--- config.mk ---
export PLATFORM = sky130hd
export DESIGN_NAME = intr_ret_ctl
export DESIGN_NICKNAME = d
export VERILOG_FILES = /design/src/rtl/intr_ret_pkg.sv /design/src/rtl/intr_en_fsm.sv /design/src/rtl/ret_stack.sv /design/src/rtl/intr_ret_ctl.sv
export SDC_FILE = /design/constraint.sdc
export NUM_CORES = 1
export LEC_CHECK = 0
export ABC_AREA = 1
export BUFFER_PORTS_ARGS = -buffer_cell sky130_fd_sc_hd__buf_2
export CAP_MARGIN = 20
export CORE_ASPECT_RATIO = 0.9
export CORE_MARGIN = 2
export CORE_UTILIZATION = 45
export DETAILED_ROUTE_END_ITERATION = 10
export MAX_ROUTING_LAYER = met4
export PLACE_DENSITY = 0.64
export SKIP_CTS_REPAIR_TIMING = 1
export SYNTH_ARGS = -nofsm -noshare
export SYNTH_HDL_FRONTEND = slang
export SYNTH_SLANG_ARGS = --single-unit
--- constraint.sdc ---
create_clock -name clk -period 6.4 [get_ports clk]
set_clock_uncertainty 0.05 [all_clocks]
set_input_delay 1.28 -clock clk [delete_from_list [all_inputs] [get_ports clk]]
set_output_delay 1.28 -clock clk [all_outputs]
set_load 0.01 [all_outputs]
--- src/rtl/intr_ret_pkg.sv ---
`timescale 1ns/1ps
package intr_ret_pkg;
    typedef enum logic [1:0] {
        EN_OFF   = 2'd0,
        EN_ARMED = 2'd1,
        EN_ON    = 2'd2
    } ie_state_t;
endpackage

--- src/rtl/intr_en_fsm.sv ---
`timescale 1ns/1ps
module intr_en_fsm
    import intr_ret_pkg::*;
(
    input  logic clk,
    input  logic rst_n,
    input  logic clr,
    input  logic bnd,
    input  logic ei,
    input  logic di,
    input  logic reti,
    input  logic irq,
    output logic take,
    output logic ie,
    output logic ack
);
    ie_state_t st_q, st_d;
    logic      take_d;

    // Next state and the acknowledge decision
    always_comb begin
        st_d   = st_q;
        take_d = 1'b0;
        if (clr) begin
            st_d = EN_OFF;                      // clear
        end else if (bnd) begin
            unique case (st_q)
                EN_OFF: begin
                    if (di)      st_d = EN_OFF;
                    else if (ei) st_d = EN_ARMED;   // arm
                end
                EN_ARMED: begin
                    if (di) st_d = EN_OFF;          // drop
                    else    st_d = EN_ON;           // settle
                end
                EN_ON: begin
                    if (di) begin
                        st_d = EN_OFF;              // drop
                    end else if (irq && !reti) begin
                        take_d = 1'b1;
                        st_d   = EN_OFF;            // take
                    end
                end
                default: st_d = EN_OFF;
            endcase
        end
    end

    // State register
    always_ff @(posedge clk or negedge rst_n) begin
        if (!rst_n) st_q <= EN_OFF;
        else        st_q <= st_d;
    end

    // Output register
    always_ff @(posedge clk or negedge rst_n) begin
        if (!rst_n) ack <= 1'b0;
        else        ack <= take_d;
    end

    assign take = take_d;
    assign ie   = (st_q == EN_ON);
endmodule

--- src/rtl/ret_stack.sv ---
`timescale 1ns/1ps
module ret_stack #(
    parameter int AW    = 12,
    parameter int DEPTH = 8,
    localparam int PW   = $clog2(DEPTH)
) (
    input  logic          clk,
    input  logic          rst_n,
    input  logic          push,
    input  logic          pop,
    input  logic [AW-1:0] push_data,
    output logic [AW-1:0] pop_data,
    output logic          pop_vld,
    output logic [PW-1:0] sp
);
    localparam logic [PW-1:0] ONE = {{(PW-1){1'b0}}, 1'b1};

    logic [AW-1:0] mem [DEPTH];
    logic [PW-1:0] sp_q;
    logic [PW-1:0] sp_dec;

    assign sp_dec = sp_q - ONE;

    // Pre-decrement on push, post-increment on pop; pointer wraps
    always_ff @(posedge clk or negedge rst_n) begin
        if (!rst_n) begin
            sp_q     <= '0;
            pop_data <= '0;
            pop_vld  <= 1'b0;
        end else begin
            pop_vld <= pop;
            if (push) begin
                sp_q <= sp_dec;
            end else if (pop) begin
                pop_data <= mem[sp_q];
                sp_q     <= sp_q + ONE;
            end
        end
    end

    // Storage, written without reset
    always_ff @(posedge clk) begin
        if (push) mem[sp_dec] <= push_data;
    end

    assign sp = sp_q;
endmodule

--- src/rtl/intr_ret_ctl.sv ---
`timescale 1ns/1ps
module intr_ret_ctl #(
    parameter int AW    = 12,
    parameter int DEPTH = 8,
    localparam int PW   = $clog2(DEPTH)
) (
    input  logic          clk,
    input  logic          rst_n,
    input  logic          ce_rst,
    input  logic          stop_exec,
    input  logic          instr_done,
    input  logic          op_ei,
    input  logic          op_di,
    input  logic          op_reti,
    input  logic          irq_req,
    input  logic [AW-1:0] pc_in,
    output logic          ie_o,
    output logic          ack_o,
    output logic [AW-1:0] pc_ret_o,
    output logic          pc_load_o,
    output logic [PW-1:0] sp_o
);
    logic clr;
    logic take;
    logic pop;

    assign clr = ce_rst | stop_exec;
    assign pop = instr_done & op_reti;

    intr_en_fsm u_fsm (
        .clk  (clk),
        .rst_n(rst_n),
        .clr  (clr),
        .bnd  (instr_done),
        .ei   (op_ei),
        .di   (op_di),
        .reti (op_reti),
        .irq  (irq_req),
        .take (take),
        .ie   (ie_o),
        .ack  (ack_o)
    );

    ret_stack #(.AW(AW), .DEPTH(DEPTH)) u_stk (
        .clk      (clk),
        .rst_n    (rst_n),
        .push     (take),
        .pop      (pop),
        .push_data(pc_in),
        .pop_data (pc_ret_o),
        .pop_vld  (pc_load_o),
        .sp       (sp_o)
    );
endmodule

==> impl_metrics.csv <==
group,metric,value,unit
outcome,status,"finished, final reports clean",
synthesis,synth_top_family_by_area,"simple AND/OR/NAND/NOR gates",
sta,finalSetupViolations,0,
finish,drive_above_1_share,0.138,
synthesis,synth.cell_area,0.00502,sq mm
worst_setup_path,r2r-end,"u_stk.mem[2][8]",
finish,diodes,0,
worst_setup_path,cp_cell_sequence,"inv_2, ha_1, xnor2_1, nand2_1, nor2_1",
sta,tns,0,ps
worst_setup_path,r2r_cells,5,
floorplan,fp.dieH,104,microns
route,drt_wl_total,11500,microns
place,dpl-instance-area,0.00523,sq mm
sta,period_share,0.530,
finish,layout_common_cells,"nand2_1, edfxtp_1, inv_1",
route,routed_via_density,4.90,
worst_setup_path,critPathLaunch,"u_stk.sp[1]",
place,place_congestion,0.833,
sta,min_period,3390,ps
floorplan,boundaryPins,39,
worst_setup_path,crit_arrival,3360,ps
clocking,insertion_delay,400,ps
worst_setup_path,crit-reg2reg-launch,"u_stk.sp[1]",
clocking,htree_num_levels,4,
synthesis,muxShareOfSynthArea,0,
synthesis,synthesis.instances,492,
grt,antenna_found_initial,0,
worst_setup_path,worstSetupStartpointType,"flop",
pwr,p_int,1.54,mW
finish,fillerInstances,952,
clocking,cts_tree,"done",
synthesis,synth_xor_area_frac,0.00175,
grt,grt_pass1_wl,17800,microns
synthesis,synth-compound-area-share,0.00299,
grt,grtUsageMet3,0.0571,
pwr,p_comb_frac,0.196,
clocking,clock_path_buffers,2,
floorplan,num_rows,36,
synthesis,synth_nets,515,
clocking,cts.clk_slew.worst_paths,50,ps
sta,fmax,0.295,GHz
route,vias,3406,
grt,grt_max_degree,54,
route,dr.pass1.iters,4,
worst_setup_path,slowest_stage,"dfrtp_1",
worst_hold_path,hp-class,"reg -> reg",
grt,gr-total-overflow,0,
finish,nNetsFinal,554,
grt,met1_usage,0.283,
sta,worst_pin_slew,1030,ps
place,dp_hpwl,7160,microns
route,wire_per_inst,16.5,microns
grt,grt_pass1_vias,3256,
worst_setup_path,r2r_slack,3010,ps
finish,final_cell_area,0.00577,sq mm
synthesis,synth_cell_types,19,
clocking,numCtsBuffers,17,
route,drt-initial-drc-count,284,
synthesis,synth.ff_latch_count,115,
sta,relSlewSlack,0.312,
floorplan,core_area,0.0109,sq mm
synthesis,synth-adder-area-share,0.00499,
job,cap_violations,0,
finish,layout_commonest_cell,"nand2_1",
sta,rsz0062_at_grt,"no",
synthesis,syn_area_per_cell,10.2,sq um
clocking,cts_sinks,115,
worst_setup_path,slowest_delay,990,ps
pwr,leakage,2.63,nW
grt,grt_use_met2,0.302,
worst_setup_path,worstSetupEndpointType,"flop",
worst_setup_path,path_max_fanout,28,
pwr,power_switching,0.649,mW
worst_setup_path,worst-setup-path-type,"reg -> reg",
pwr,power.share.clock,0.385,
grt,grtUsageTotal,0.211,
pwr,p_per_area,379,mW/mm^2
pwr,ir_drop,0.207,mV
synthesis,synth_simple_gate_area_share,0.218,
route,ant_nets,0,
worst_setup_path,endpoint,"u_stk.mem[2][8]",
finish,syn2layout_area_growth,15.1,%
place,io_buffers,38,
sta,report.final.hold_viol_count,0,
floorplan,start_util,0.462,
floorplan,die-area,0.0120,sq mm
place,dp_slack,3050,ps
floorplan,die_x,115,microns
clocking,root_buffer,"clkbuf_16",
finish,postLayoutCoreUtil,0.532,
synthesis,yosysSeqAreaShare,0.669,
grt,grt-busiest-layer,"met2",
pwr,seqPwrFrac,0.418,
sta,slew_violations,0,
pwr,switching_share,0.296,
synthesis,yosys_warnings,0,
route,drcViolationCount,0,
worst_setup_path,crit_required,6370,ps
sta,fin_ws,3010,ps
==> metrics by stage <==
stage | power, mW | std cells | hold slack (ps)
after floorplan | 1.24 | 492 | 425
after global placement | 1.35 | 662 | 408
after detailed placement | 1.35 | 662 | 411
after CTS | 2.20 | 693 | 426
after global routing | 2.30 | 695 | 451
final | 2.19 | 695 | 419
==> cell families after synthesis <==
| group | count (synthesis) |
|---|---|
| AND/OR/NAND/NOR | 261 |
| flip-flops | 115 |
| buffers and inverters | 110 |
| AO/OA/AOI/OAI | 3 |
| adder cells (fa/ha/maj) | 2 |
| XOR/XNOR | 1 |
==> power by group through the flow <==
stage | Combinational, mW | Clock [mW] | Sequential (mW)
after CTS | 0.429 | 0.857 | 0.916
after floorplan | 0.321 | 0 | 0.917
final | 0.430 | 0.844 | 0.917
after global routing | 0.483 | 0.892 | 0.925
after global placement | 0.418 | 0 | 0.928
after detailed placement | 0.424 | 0 | 0.930
==> routing by layer <==
layer	share of wire	wire [microns]
met4	0.031	352
met3	0.087	1000
met5	0	0
met2	0.45	5170
met1	0.43	4940
==> how the worst min path moves through the flow <==
stage | start | to | slack [ps] | cells past startpoint
floorplan | u_fsm.st_q[1] | u_fsm.st_q[1] | 420 | 2
global placement | u_stk.pop_data[4] | u_stk.pop_data[4] | 410 | 2
detailed placement | u_stk.pop_data[0] | u_stk.pop_data[0] | 410 | 2
CTS | u_stk.pop_data[3] | u_stk.pop_data[3] | 430 | 2
global route | u_stk.pop_data[4] | u_stk.pop_data[4] | 450 | 2
finish | u_stk.pop_data[9] | u_stk.pop_data[9] | 420 | 2
==> layout make-up <==
class,count,area (sq um),share of cell area
sequential,115,3360,0.582
multi-input combinational,267,1140,0.198
clock buffer,24,472,0.0817
inverter,89,340,0.0589
timing repair buffer,41,213,0.0368
tap,152,190,0.0329
clock inverter,7,58.8,0.0102
==> worst max-delay path: cells and delay by family (launching register included) <==
family,cells,cell delay [ps]
xor+xnor,1,290
buf+inv,1,410
flops,1,990
simple gates,2,940
fa+ha+maj,1,320
==> flip-flops by register name (all words and copies together), names as in the netlist <==
signal / flops
u_stk.mem: 96
u_stk.pop_data: 12
u_stk.sp: 3
u_fsm.st_q: 2
u_fsm.ack: 1
u_stk.pop_vld: 1
==> synth_stat cells <==
master      n  area (sq um)
clkbuf_1    1          3.75
xnor2_1     1          8.76
ha_1        2          25.0
dfrtp_1    19           475
inv_2       1          3.75
nor2_1     11          41.3
buf_6       9           101
nand2_1   165           619
clkbuf_2    1          5.00
buf_2       4          20.0
o21ai_0     3          15.0
inv_6       1          8.76
buf_4       6          45.0
inv_1      86           323
clkinv_2    1          5.00
nand3_1    79           395
nor2_2      2          12.5
edfxtp_1   96          2880
nand2_2     4          25.0
No activity file was read; power rests on OpenSTA's default activity.
